## src/rtl/oofmon_pkg.sv

```systemverilog
package oofmon_pkg;

  typedef enum logic [1:0] {
    ST_HUNT  = 2'd0,
    ST_PWAIT = 2'd1,
    ST_SYNC  = 2'd2
  } syncState_t;

  // control -> datapath
  typedef struct packed {
    logic histShift;
    logic histClear;
  } histCtl_t;

  // datapath -> control
  typedef struct packed {
    logic fTrip;
    logic mTrip;
    logic pTrip;
  } tripFlags_t;

endpackage

```

## src/rtl/oofmon_window.sv

```systemverilog
module oofmon_window #(
  parameter int LEN = 16,
  localparam int CW = $clog2(LEN + 1)
) (
  input  logic          clk,
  input  logic          rstN,
  input  logic          shiftEn,
  input  logic          clear,
  input  logic          valid,
  input  logic          err,
  output logic [CW-1:0] nextCount,
  output logic          updated
);

  logic [LEN-1:0] hist;
  logic [LEN-1:0] histNext;

  assign updated  = valid & shiftEn;
  assign histNext = {hist[LEN-2:0], err};

  always_comb begin
    nextCount = '0;
    for (int i = 0; i < LEN; i++) begin
      nextCount = nextCount + CW'(histNext[i]);
    end
  end

  always_ff @(posedge clk or negedge rstN) begin
    if (!rstN) begin
      hist <= '0;
    end else if (clear) begin
      hist <= '0;
    end else if (updated) begin
      hist <= histNext;
    end
  end

endmodule

```

## src/rtl/oofmon_datapath.sv

```systemverilog
module oofmon_datapath
  import oofmon_pkg::*;
#(
  parameter int F_LEN        = 16,
  parameter int F_THR_STRICT = 3,
  parameter int F_THR_LOOSE  = 6,
  parameter int M_LEN        = 4,
  parameter int M_THR        = 3,
  parameter int P_LEN        = 5,
  parameter int P_THR        = 2
) (
  input  logic       clk,
  input  logic       rstN,
  input  histCtl_t   ctl,
  input  logic       fBitValid,
  input  logic       fBitErr,
  input  logic       mBitValid,
  input  logic       mBitErr,
  input  logic       frameEnd,
  input  logic       parityErr,
  input  logic       fThreshSel,
  input  logic       mCheckEn,
  input  logic       parityFrameEn,
  output tripFlags_t trips
);

  localparam int FCW = $clog2(F_LEN + 1);
  localparam int MCW = $clog2(M_LEN + 1);
  localparam int PCW = $clog2(P_LEN + 1);
  localparam logic [FCW-1:0] F_STRICT_W = FCW'(F_THR_STRICT);
  localparam logic [FCW-1:0] F_LOOSE_W  = FCW'(F_THR_LOOSE);
  localparam logic [MCW-1:0] M_THR_W    = MCW'(M_THR);
  localparam logic [PCW-1:0] P_THR_W    = PCW'(P_THR);

  logic [FCW-1:0] fCount;
  logic [MCW-1:0] mCount;
  logic [PCW-1:0] pCount;
  logic fUpd, mUpd, pUpd;
  logic [FCW-1:0] fLimit;

  oofmon_window #(.LEN(F_LEN)) i_fWin (
    .clk(clk), .rstN(rstN), .shiftEn(ctl.histShift), .clear(ctl.histClear),
    .valid(fBitValid), .err(fBitErr), .nextCount(fCount), .updated(fUpd)
  );

  oofmon_window #(.LEN(M_LEN)) i_mWin (
    .clk(clk), .rstN(rstN), .shiftEn(ctl.histShift), .clear(ctl.histClear),
    .valid(mBitValid), .err(mBitErr), .nextCount(mCount), .updated(mUpd)
  );

  oofmon_window #(.LEN(P_LEN)) i_pWin (
    .clk(clk), .rstN(rstN), .shiftEn(ctl.histShift), .clear(ctl.histClear),
    .valid(frameEnd), .err(parityErr), .nextCount(pCount), .updated(pUpd)
  );

  assign fLimit = fThreshSel ? F_STRICT_W : F_LOOSE_W;

  always_comb begin
    trips.fTrip = fUpd && (fCount >= fLimit);
    trips.mTrip = mUpd && mCheckEn && (mCount >= M_THR_W);
    trips.pTrip = pUpd && parityFrameEn && (pCount >= P_THR_W);
  end

endmodule

```

## src/rtl/oofmon_control.sv

```systemverilog
module oofmon_control
  import oofmon_pkg::*;
(
  input  logic       clk,
  input  logic       rstN,
  input  tripFlags_t trips,
  input  logic       acqQualify,
  input  logic       frameEnd,
  input  logic       parityErr,
  input  logic       parityFrameEn,
  output histCtl_t   ctl,
  output logic       oofQ,
  output logic       reframeQ
);

  syncState_t state, stateNext;
  logic tripAny;

  assign tripAny = (state == ST_SYNC) && (|trips);

  always_comb begin
    stateNext = state;
    unique case (state)
      ST_SYNC:  if (tripAny) stateNext = ST_HUNT;
      ST_HUNT:  if (acqQualify) stateNext = parityFrameEn ? ST_PWAIT : ST_SYNC;
      ST_PWAIT: if (frameEnd) stateNext = parityErr ? ST_HUNT : ST_SYNC;
      default:  stateNext = ST_HUNT;
    endcase
  end

  always_comb begin
    ctl.histShift = (state == ST_SYNC);
    ctl.histClear = (state != ST_SYNC) || tripAny;
  end

  always_ff @(posedge clk or negedge rstN) begin
    if (!rstN) begin
      state    <= ST_HUNT;
      oofQ     <= 1'b1;
      reframeQ <= 1'b0;
    end else begin
      state    <= stateNext;
      oofQ     <= (stateNext != ST_SYNC);
      reframeQ <= tripAny;
    end
  end

endmodule

```

## src/rtl/ds3_oof_monitor.sv

```systemverilog
module ds3_oof_monitor
  import oofmon_pkg::*;
#(
  parameter int F_LEN        = 16,
  parameter int F_THR_STRICT = 3,
  parameter int F_THR_LOOSE  = 6,
  parameter int M_LEN        = 4,
  parameter int M_THR        = 3,
  parameter int P_LEN        = 5,
  parameter int P_THR        = 2
) (
  input  logic clk,
  input  logic rstN,
  input  logic fBitValid,
  input  logic fBitErr,
  input  logic mBitValid,
  input  logic mBitErr,
  input  logic frameEnd,
  input  logic parityErr,
  input  logic fThreshSel,
  input  logic mCheckEn,
  input  logic parityFrameEn,
  input  logic acqQualify,
  output logic oofStatus,
  output logic reframeReq
);

  histCtl_t   ctl;
  tripFlags_t trips;

  oofmon_datapath #(
    .F_LEN(F_LEN), .F_THR_STRICT(F_THR_STRICT), .F_THR_LOOSE(F_THR_LOOSE),
    .M_LEN(M_LEN), .M_THR(M_THR), .P_LEN(P_LEN), .P_THR(P_THR)
  ) i_datapath (
    .clk(clk), .rstN(rstN), .ctl(ctl),
    .fBitValid(fBitValid), .fBitErr(fBitErr),
    .mBitValid(mBitValid), .mBitErr(mBitErr),
    .frameEnd(frameEnd), .parityErr(parityErr),
    .fThreshSel(fThreshSel), .mCheckEn(mCheckEn),
    .parityFrameEn(parityFrameEn), .trips(trips)
  );

  oofmon_control i_control (
    .clk(clk), .rstN(rstN), .trips(trips),
    .acqQualify(acqQualify), .frameEnd(frameEnd), .parityErr(parityErr),
    .parityFrameEn(parityFrameEn), .ctl(ctl),
    .oofQ(oofStatus), .reframeQ(reframeReq)
  );

endmodule

```

## config.mk

```make
export PLATFORM = sky130hd
export DESIGN_NAME = ds3_oof_monitor
export DESIGN_NICKNAME = d
export VERILOG_FILES = /design/src/rtl/oofmon_pkg.sv /design/src/rtl/oofmon_window.sv /design/src/rtl/oofmon_datapath.sv /design/src/rtl/oofmon_control.sv /design/src/rtl/ds3_oof_monitor.sv
export SDC_FILE = /design/constraint.sdc
export NUM_CORES = 1
export LEC_CHECK = 0
export CAP_MARGIN = 20
export CELL_PAD_IN_SITES_DETAIL_PLACEMENT = 1
export CELL_PAD_IN_SITES_GLOBAL_PLACEMENT = 2
export CORE_ASPECT_RATIO = 2
export CORE_MARGIN = 4
export CORE_UTILIZATION = 34
export CTS_CLUSTER_DIAMETER = 80
export DETAILED_ROUTE_END_ITERATION = 6
export PLACE_DENSITY = 0.84
export SYNTH_ARGS = -nofsm -noshare
export SYNTH_HDL_FRONTEND = slang
export SYNTH_SLANG_ARGS = --single-unit
export TNS_END_PERCENT = 10
```

## constraint.sdc

```tcl
create_clock -name clk -period 4.4 [get_ports clk]
set_clock_uncertainty 0.2 [all_clocks]
set_input_delay 0.44 -clock clk [delete_from_list [all_inputs] [get_ports clk]]
set_output_delay 0.44 -clock clk [all_outputs]
set_load 0.01 [all_outputs]
```

==> results.py, run 1 <==
metrics = {
    "place": {
        "port_buffers": 13,
        "gp_congestion": 0.793,
        "place_area_um2": 2010,
        "dpl.hpwl_mm": 3.36,
    },
    "floorplan": {
        "start_util_pct": 35.7,
        "fp.dieH_um": 110,
        "rows": 36,
        "die_w_um": 59.0,
        "fp.dieArea_um2": 6490,
        "io-pin-count": 14,
        "core-area_um2": 4950,
    },
    "pwr": {
        "worst_ir_drop_vdd_v": 0.000251,
        "p_total_uw": 742,
        "power_leakage_nw": 0.969,
        "p_per_area_nw_per_um2": 335,
    },
    "logic_synthesis": {
        "ys_async_sr_fraction_pct": 100,
        "syn-cell-area_um2": 1770,
        "syn_inst": 174,
        "synth_warnings": 0,
        "yosysSeqAreaShare_pct": 36.9,
        "synth_nets": 208,
        "yosysTopAreaCell": "dfrtp_1",
        "synth_flop_cell": "dfrtp_1",
        "synth.top_cell.area_share_pct": 35.4,
        "ys_types": 33,
        "synth.area.top_cells": "dfrtp_1, fa_1, ha_1, inv_1, nand4_1",
        "avgSynthCellArea_um2": 10.2,
        "synth_edf_count": 0,
        "ys_ff_latch": 26,
    },
    "hold_path": {
        "worstHoldPathType": "flip-flop to flip-flop",
    },
    "sta": {
        "tns_ns": -5.53,
        "max_slew_margin_pct": 34.3,
        "period_share_pct": 107,
        "fmax_mhz": 213,
        "rsz0062_at_grt": "yes",
        "finalWorstSetupSlack_ns": -0.296,
        "slew_viol_final": 0,
        "finalHoldViolCount": 0,
        "setup_viol": 25,
        "tightest_slew_ns": 0.983,
        "fin_crit_ns": 4.70,
    },
    "grt": {
        "grt_usage_pct": 16.0,
        "grt_pass1_wl_mm": 7.83,
        "antenna_found_initial": 0,
        "grt_max_degree": 33,
        "grt_remaining_overflow": 0,
        "grt_pass1_vias": 1579,
    },
    "route": {
        "ant_nets": 0,
        "avgViaCountPerCell": 5.57,
        "drtPass1Iterations": 4,
        "post_drt_wl_per_cell_um": 17.7,
        "drc": 0,
        "wl_mm": 4.44,
        "drt_iter0_drc": 34,
        "vias": 1398,
    },
    "finish": {
        "utilization_pct": 44.8,
        "fin_nets": 229,
        "diodes": 0,
        "num-fill-cells": 554,
        "area_growth_pct": 25.5,
        "drive_gt1_share_pct": 23.7,
        "finalInstanceArea_um2": 2220,
    },
    "critical_path": {
        "endpoint_kind": "flip-flop",
        "critPathMaxFanout": 5,
        "worst_setup_path_start_kind": "input pin",
        "arrival_ns": 4.70,
        "rrSetupSlack_ns": -0.28,
        "required_ns": 4.41,
        "critPathKind": "input pin to flip-flop",
    },
    "clock_tree": {
        "clk_pin_slew_worst_paths_ns": 0.10,
        "cts_buffers": 3,
        "cts_buffer_depth": 2,
        "clock_sinks": 26,
        "clkLatencyLatePin_ns": 0.28,
        "ctsRootBufferMaster": "clkbuf_8",
        "tritoncts": "done",
        "htree_levels": 1,
    },
    "run_status": {
        "status": "finished, violations left",
        "violations": "setup timing",
    },
    "job": {
        "drv_cap": 0,
    },
}
worst paths after layout:
kind                                             endpoint                       from  depth (start not counted)
worst max-delay path            i_datapath.i_mWin.hist[0]                    fBitErr                         16
worst min-delay path                   i_control.state[0]         i_control.state[1]                          1
worst max register to register  i_datapath.i_mWin.hist[0]  i_datapath.i_fWin.hist[2]                         15
worst min register to register         i_control.state[0]         i_control.state[1]                          1
max in group asynchronous                  i_control.oofQ                       rstN                          2
min in group asynchronous       i_datapath.i_mWin.hist[1]                       rstN                          1
kinds of logic (layout without fill, tap and decap cells):
group           after synthesis  in the layout  share of synthesized area (%)
buf+inv                      37             57                           8.92
xor+xnor                      1              1                          0.495
simple gates                 54             54                           18.5
mux                           8              8                           4.60
fa+ha+maj                    22             22                           20.7
compound gates               26             26                           9.91
flops                        26             26                           36.9
cell usage after synthesis, drive strengths merged (3+ instances only):
| cell type | n |
|---|---|
| a21oi | 4 |
| buf | 5 |
| clkbuf | 6 |
| dfrtp | 25 |
| fa | 12 |
| ha | 10 |
| inv | 26 |
| mux2i | 7 |
| nand2 | 5 |
| nand4 | 15 |
| nor2 | 3 |
| nor2b | 9 |
| o22ai | 15 |
| or3 | 14 |
cells in the final DEF, fill, tap and decap left out, types with 2 or more instances in the layout:
| cell | instances |
|---|---|
| dfrtp_1 | 25 |
| inv_1 | 20 |
| nand4_1 | 15 |
| o22ai_1 | 14 |
| or3_1 | 14 |
| buf_4 | 13 |
| clkdlybuf4s50_1 | 12 |
| fa_1 | 11 |
| ha_1 | 8 |
| mux2i_1 | 7 |
| inv_2 | 6 |
| nor2b_4 | 5 |
| nand2_1 | 4 |
| a21oi_1 | 3 |
| nor2_1 | 3 |
| clkbuf_8 | 3 |
| nor2b_1 | 2 |
| nor2b_2 | 2 |
worst max-delay path, cell delays in order:
cell	delay [ns]
clkdlybuf4s15_1	0.21
inv_2	0.05
fa_1	0.56
fa_1	0.45
fa_1	0.50
fa_1	0.51
inv_2	0.05
ha_4	0.15
fa_2	0.35
xor2_1	0.16
ha_2	0.21
nor3_2	0.26
o221ai_4	0.15
a311oi_2	0.32
buf_4	0.20
nor2b_2	0.14
stage by stage:
stage          cells  worst slack, ns  hold slack (ns)
3_5_place_dp     240            -1.02            0.262
2_1_floorplan    174          -0.0759          -0.0556
4_1_cts          247           -0.403            0.277
5_1_grt          251           -0.475            0.299
6_report         251           -0.296            0.276
3_3_place_gp     239           -0.850            0.254
report_power, final:
part | switching (mW) | internal (mW)
sequential | 0.0176 | 0.263
combinational | 0.142 | 0.117
clock | 0.0798 | 0.122
layout make-up:
type	count	area [um2]	area share, %
inverter	26	97.6	4.40
clock inverter	1	30.0	1.35
tap	57	71.3	3.21
timing repair buffer	27	255	11.5
clock buffer	3	41.3	1.86
multi-input combinational	111	1070	48.3
sequential	26	652	29.4
registers in the layout, indices dropped and copies added, names as in the netlist:
register                cells
i_control.state             2
i_datapath.i_fWin.hist     15
i_datapath.i_mWin.hist      3
i_control.reframeQ          1
i_control.oofQ              1
i_datapath.i_pWin.hist      4
timing repair:
| action | CTS | global route |
|---|---|---|
| endpoints found under the hold margin | 0 | 0 |
| pin swaps | 14 | 10 |
| setup buffers | 2 | 3 |
| hold buffers | 0 | 0 |
| gates resized for setup | 12 | 12 |
| setup endpoints to repair | 25 | 25 |
| gates cloned | 1 | 0 |
metal layers:
layer  vias to the layer above  part of all wire (%)  track usage [%]
li1                        645                     -                -
met1                       717                    37             17.7
met2                        31                    58             29.4
met3                         5                   2.9             1.75
met4                         0                   1.8             7.29
met5                         -                     0                0
Power figures use the tool's default switching activity.
==> inputs of run 2 (changes only) <==
--- a/config.mk
+++ b/config.mk
@@ -8,7 +8,7 @@
 export CAP_MARGIN = 20
 export CELL_PAD_IN_SITES_DETAIL_PLACEMENT = 1
 export CELL_PAD_IN_SITES_GLOBAL_PLACEMENT = 2
-export CORE_ASPECT_RATIO = 2
+export CORE_ASPECT_RATIO = 1.25
 export CORE_MARGIN = 4
 export CORE_UTILIZATION = 34
 export CTS_CLUSTER_DIAMETER = 80
@@ -17,4 +17,4 @@
 export SYNTH_ARGS = -nofsm -noshare
 export SYNTH_HDL_FRONTEND = slang
 export SYNTH_SLANG_ARGS = --single-unit
-export TNS_END_PERCENT = 10
+export TNS_END_PERCENT = 100
==> results.py, run 2 (synthesized netlist as in run 1, its figures left out) <==
metrics = {
    "run_status": {
        "status": "finished, violations left",
        "violations": "setup timing",
    },
    "clock_tree": {
        "cts_buffer_depth": 2,
        "htree_levels": 1,
        "postCtsHoldBufs": 0,
        "ctsRootBufferMaster": "clkbuf_8",
        "clkLatencyLatePin_ns": 0.28,
        "clock_sinks": 26,
        "tritoncts": "done",
        "clk_pin_slew_worst_paths_ns": 0.10,
        "cts_buffers": 3,
    },
    "critical_path": {
        "endpoint_kind": "flip-flop",
        "critPathMaxFanout": 8,
        "required_ns": 4.42,
        "cp_slowest_cell": "fa_1",
        "crit-reg2reg-launch": "i_datapath.i_fWin.hist[10]",
        "cp_common_cell": "fa_1",
        "critPathKind": "flip-flop to flip-flop",
        "critPathMaxStageDelay_ns": 0.56,
        "startpoint": "i_datapath.i_fWin.hist[10]",
        "worst_setup_path_start_kind": "flip-flop",
        "arrival_ns": 4.77,
        "path_cells": "inv_2 -> fa_1 -> fa_1 -> fa_1 -> fa_1 -> inv_2 -> ha_4 -> fa_2 -> xor2_1 -> ha_2 -> nor4b_4 -> o2111ai_2 -> a311oi_2 -> buf_4 -> nor2b_4",
    },
    "finish": {
        "largest_reg_flops": 15,
        "largest-register": "i_datapath.i_fWin.hist",
        "drive_gt1_share_pct": 20.6,
        "layout_commonest_cell": "dfrtp_1",
        "area_growth_pct": 23.3,
        "fin_nets": 229,
        "diodes": 0,
        "num-fill-cells": 554,
        "largest_registers": "i_datapath.i_fWin.hist: 15 flops, i_datapath.i_pWin.hist: 4 flops, i_datapath.i_mWin.hist: 3 flops",
        "final_cell_mix": "dfrtp_1, inv_1, o22ai_1, nand4_1, or3_1",
    },
    "sta": {
        "finalWorstSetupSlack_ns": -0.348,
        "tightest_slew_ns": 1.01,
        "fmax_mhz": 211,
        "period_share_pct": 108,
        "fin_crit_ns": 4.75,
        "setup_viol": 25,
        "finalHoldViolCount": 0,
        "rsz0062_at_grt": "yes",
        "slew_viol_final": 0,
        "max_slew_margin_pct": 32.7,
        "tns_ns": -7.38,
    },
    "floorplan": {
        "start_util_pct": 35.1,
        "die_w_um": 72.5,
        "core-area_um2": 5040,
        "io-pin-count": 14,
        "rows": 29,
        "fp.dieArea_um2": 6420,
        "fp.dieH_um": 88.6,
    },
    "hold_path": {
        "hold_start": "i_control.state[1]",
        "worstHoldPathType": "flip-flop to flip-flop",
    },
    "grt": {
        "antenna_found_initial": 0,
        "grt_max_degree": 33,
        "grt_remaining_overflow": 0,
        "grt_pass1_vias": 1490,
        "grt_usage_pct": 14.8,
        "grt_pass1_wl_mm": 7.28,
    },
    "route": {
        "drtPass1Iterations": 4,
        "wl_mm": 4.45,
        "avgViaCountPerCell": 5.48,
        "post_drt_wl_per_cell_um": 17.4,
        "vias": 1403,
        "ant_nets": 0,
        "drt_iter0_drc": 32,
        "drc": 0,
    },
    "place": {
        "post-place-ws_ns": -0.894,
        "port_buffers": 13,
        "gp_congestion": 0.828,
        "dpl.hpwl_mm": 3.37,
    },
    "pwr": {
        "p_per_area_nw_per_um2": 332,
        "power_leakage_nw": 0.958,
        "worst_ir_drop_vdd_v": 0.000120,
    },
    "job": {
        "drv_cap": 0,
    },
}
[run 2: changes by cell type in the layout (fill, tap and decap cells not counted), sizes merged]
cell,previous run,this run
dlygate4sd2,0,1
clkdlybuf4s15,1,0
[run 2: path summary, 6_finish.rpt]
| path | end | slack (ns) | cells after the start |
|---|---|---|---|
| max | i_datapath.i_mWin.hist[1] | -0.35 | 15 |
| min | i_control.state[0] | 0.28 | 1 |
| max reg2reg | i_datapath.i_mWin.hist[1] | -0.35 | 15 |
| min reg2reg | i_control.state[0] | 0.28 | 1 |
| max in group asynchronous | i_control.oofQ | 3.36 | 2 |
| min in group asynchronous | i_datapath.i_mWin.hist[1] | 0.32 | 2 |
[run 2: layout make-up]
| cell class | instances | area, um2 | share of cell area [%] |
|---|---|---|---|
| tap | 62 | 77.6 | 3.56 |
| clock buffer | 3 | 41.3 | 1.89 |
| clock inverter | 1 | 30.0 | 1.38 |
| inverter | 26 | 97.6 | 4.48 |
| multi-input combinational | 111 | 1030 | 47.5 |
| timing repair buffer | 27 | 246 | 11.3 |
| sequential | 26 | 652 | 29.9 |
[run 2: report_power, final]
group / total (mW) / switching (mW) / leakage (nW) / internal, mW
logic: 0.239 / 0.134 / 0.567 / 0.105
registers: 0.281 / 0.0176 / 0.356 / 0.263
clock network: 0.204 / 0.0824 / 0.0357 / 0.122
total: 0.725 / 0.234 / 0.958 / 0.491
[run 2: repair_timing]
action | in CTS | in global routing
cloned | 0 | 0
pin swaps | 12 | 8
resized for setup | 7 | 6
endpoints found under the setup margin | 25 | 25
buffers inserted | 3 | 2
[run 2: metal layers]
metal	GRT usage [%]	up-vias	share of wire (%)	routed length, um
li1	-	648	-	-
met1	16.9	719	41	1820
met2	27.1	27	53	2380
met3	2.27	9	2.9	127
met4	6.71	0	2.8	125
met5	0	-	0	0
[run 2: stage by stage]
step / power (mW) / hold slack, ns / util [%] / instances / cell area, um2
finish: 0.725 / 0.279 / 43.2 / 256 / 2180
global route: 0.763 / 0.316 / 43.2 / 256 / 2180
CTS: 0.713 / 0.291 / 42.4 / 253 / 2140
detailed placement: 0.502 / 0.277 / 40.0 / 246 / 2020
global placement: 0.491 / 0.257 / 40.0 / 246 / 2020
floorplan: 0.423 / -0.0556 / - / 174 / 1800
[run 2: worst max-delay path: cells and delay by family (launching register included)]
family	cells	cell delay, ns
AOI/OAI and AO/OA	2	0.45
xor gates and xnor gates	1	0.16
adders and majority gates	7	2.75
buffers and inverters	3	0.31
DFF	1	0.38
and+or+nand+nor	2	0.43
==> inputs of run 3 (changes only) <==
--- a/config.mk
+++ b/config.mk
@@ -9,11 +9,11 @@
 export CELL_PAD_IN_SITES_DETAIL_PLACEMENT = 1
 export CELL_PAD_IN_SITES_GLOBAL_PLACEMENT = 2
 export CORE_ASPECT_RATIO = 1.25
-export CORE_MARGIN = 4
 export CORE_UTILIZATION = 34
 export CTS_CLUSTER_DIAMETER = 80
 export DETAILED_ROUTE_END_ITERATION = 6
 export PLACE_DENSITY = 0.84
+export SLEW_MARGIN = 5
 export SYNTH_ARGS = -nofsm -noshare
 export SYNTH_HDL_FRONTEND = slang
 export SYNTH_SLANG_ARGS = --single-unit
==> results.py, run 3 (synthesized netlist as in run 1, its figures left out) <==
metrics = {
    "finish": {
        "diodes": 0,
        "largest-register": "i_datapath.i_fWin.hist",
        "drive_gt1_share_pct": 19.4,
        "finalNonFillerCells": 253,
        "seq_area_um2": 652,
        "largest_reg_flops": 15,
        "fin_nets": 226,
        "final_cell_mix": "dfrtp_1, inv_1, o22ai_1, nand4_1, or3_1",
        "num-fill-cells": 558,
        "area_growth_pct": 21.7,
        "layout_commonest_cell": "dfrtp_1",
        "largest_registers": "i_datapath.i_fWin.hist: 15 flops, i_datapath.i_pWin.hist: 4 flops, i_datapath.i_mWin.hist: 3 flops",
        "multi_input_area_um2": 1040,
    },
    "critical_path": {
        "critPathKind": "flip-flop to flip-flop",
        "required_ns": 4.42,
        "critPathMaxFanout": 8,
        "arrival_ns": 4.74,
        "endpoint_kind": "flip-flop",
        "worst_setup_path_start_kind": "flip-flop",
    },
    "floorplan": {
        "fp.dieH_um": 82.6,
        "die_w_um": 66.5,
        "start_util_pct": 35.1,
        "fp.dieArea_um2": 5490,
        "io-pin-count": 14,
        "core-area_um2": 5040,
        "rows": 29,
    },
    "place": {
        "post-place-ws_ns": -0.833,
        "dpl.hpwl_mm": 3.25,
        "gp_congestion": 0.764,
        "port_buffers": 13,
        "dpl.cell_count": 247,
    },
    "pwr": {
        "power_leakage_nw": 0.939,
        "worst_ir_drop_vdd_v": 0.000113,
        "p_per_area_nw_per_um2": 336,
    },
    "grt": {
        "grt_remaining_overflow": 0,
        "grt_usage_pct": 17.8,
        "antenna_found_initial": 0,
        "grt_max_degree": 33,
        "grt_pass1_wl_mm": 7.36,
        "grt_pass1_vias": 1551,
    },
    "sta": {
        "tightest_slew_ns": 1.03,
        "finalHoldViolCount": 0,
        "fin_crit_ns": 4.72,
        "finalWorstSetupSlack_ns": -0.317,
        "slew_viol_final": 0,
        "max_slew_margin_pct": 31.2,
        "setup_viol": 25,
        "period_share_pct": 107,
        "fmax_mhz": 212,
        "rsz0062_at_grt": "yes",
    },
    "route": {
        "wl_mm": 4.32,
        "post_drt_wl_per_cell_um": 17.1,
        "drtPass1Iterations": 4,
        "avgViaCountPerCell": 5.42,
        "vias": 1372,
        "drt_iter0_drc": 30,
        "ant_nets": 0,
        "drc": 0,
    },
    "run_status": {
        "violations": "setup timing",
        "status": "finished, violations left",
    },
    "job": {
        "drv_cap": 0,
    },
    "clock_tree": {
        "htree_levels": 1,
        "cts_buffer_depth": 2,
        "clock_sinks": 26,
        "cts_buffers": 3,
        "clk_pin_slew_worst_paths_ns": 0.10,
        "ctsRootBufferMaster": "clkbuf_8",
        "clkLatencyLatePin_ns": 0.28,
        "tritoncts": "done",
        "postCtsHoldBufs": 0,
    },
    "hold_path": {
        "worstHoldPathType": "flip-flop to flip-flop",
    },
}
-- run 3: cell count changes in the layout (fill, tap and decap cells not counted), moves of 2 or more --
cell     previous run  this run
buf_4              13        10
nor2b_2             0         3
nor2b_1             5         3
inv_2               6         3
inv_1              20        23
-- run 3: per-stage QoR --
step                      power [mW]  utilization [%]  cell area [um2]  setup TNS (ns)  hold WS (ns)
after global placement         0.486             39.9             2010          -14.20         0.255
after global routing           0.768             42.7             2150          -10.87         0.307
after CTS                      0.713             42.1             2120           -7.79         0.282
after floorplan                0.423                -             1800           -1.06       -0.0556
after detailed placement       0.500             39.9             2010          -17.89         0.267
final                          0.723             42.7             2150           -6.09         0.279
-- run 3: power by group --
group	switching [mW]	total (mW)	internal (mW)	leakage [nW]
Sequential	0.0178	0.281	0.263	0.356
Clock	0.0815	0.203	0.122	0.0357
Combinational	0.135	0.238	0.103	0.547
-- run 3: what timing repair did --
action / in CTS / in global routing
endpoints found under the setup margin: 25 / 25
pin swaps: 12 / 8
setup buffers: 0 / 1
gates resized for setup: 11 / 5
cloned: 0 / 0
-- run 3: path summary, 6_finish.rpt --
check / from / to / slack [ns] / cells past startpoint
worst max-delay path: i_datapath.i_fWin.hist[10] / i_datapath.i_mWin.hist[1] / -0.32 / 15
max in group asynchronous: rstN / i_control.oofQ / 3.37 / 2
worst min register to register: i_control.state[1] / i_control.state[0] / 0.28 / 1
worst max register to register: i_datapath.i_fWin.hist[10] / i_datapath.i_mWin.hist[1] / -0.32 / 15
min in group asynchronous: rstN / i_datapath.i_mWin.hist[1] / 0.32 / 2
worst min-delay path: i_control.state[1] / i_control.state[0] / 0.28 / 1
-- run 3: metal layers --
metal	up-vias	share of wire [%]	GRT usage, %
met5	-	0	0
met4	0	1.3	6.38
met3	5	1.9	1.79
met2	18	58	34.2
met1	710	39	20.2
li1	639	-	-
-- run 3: final cells by class --
class / count / share of cell area [%]
clock buffer: 3 / 1.92
clock inverter: 1 / 1.40
inverter: 26 / 4.53
multi-input combinational: 111 / 48.3
sequential: 26 / 30.3
tap: 62 / 3.60
timing repair buffer: 24 / 10.0
-- run 3: worst max-delay path, stage by stage, from the launching register on --
cell	delay, ns
dfrtp_1	0.38
inv_2	0.06
fa_1	0.58
fa_1	0.47
fa_1	0.49
fa_1	0.51
inv_2	0.05
ha_4	0.15
fa_2	0.35
xor2_1	0.16
ha_2	0.20
nor4b_4	0.28
o2111ai_2	0.16
a311oi_2	0.26
buf_4	0.21
nor2b_4	0.15
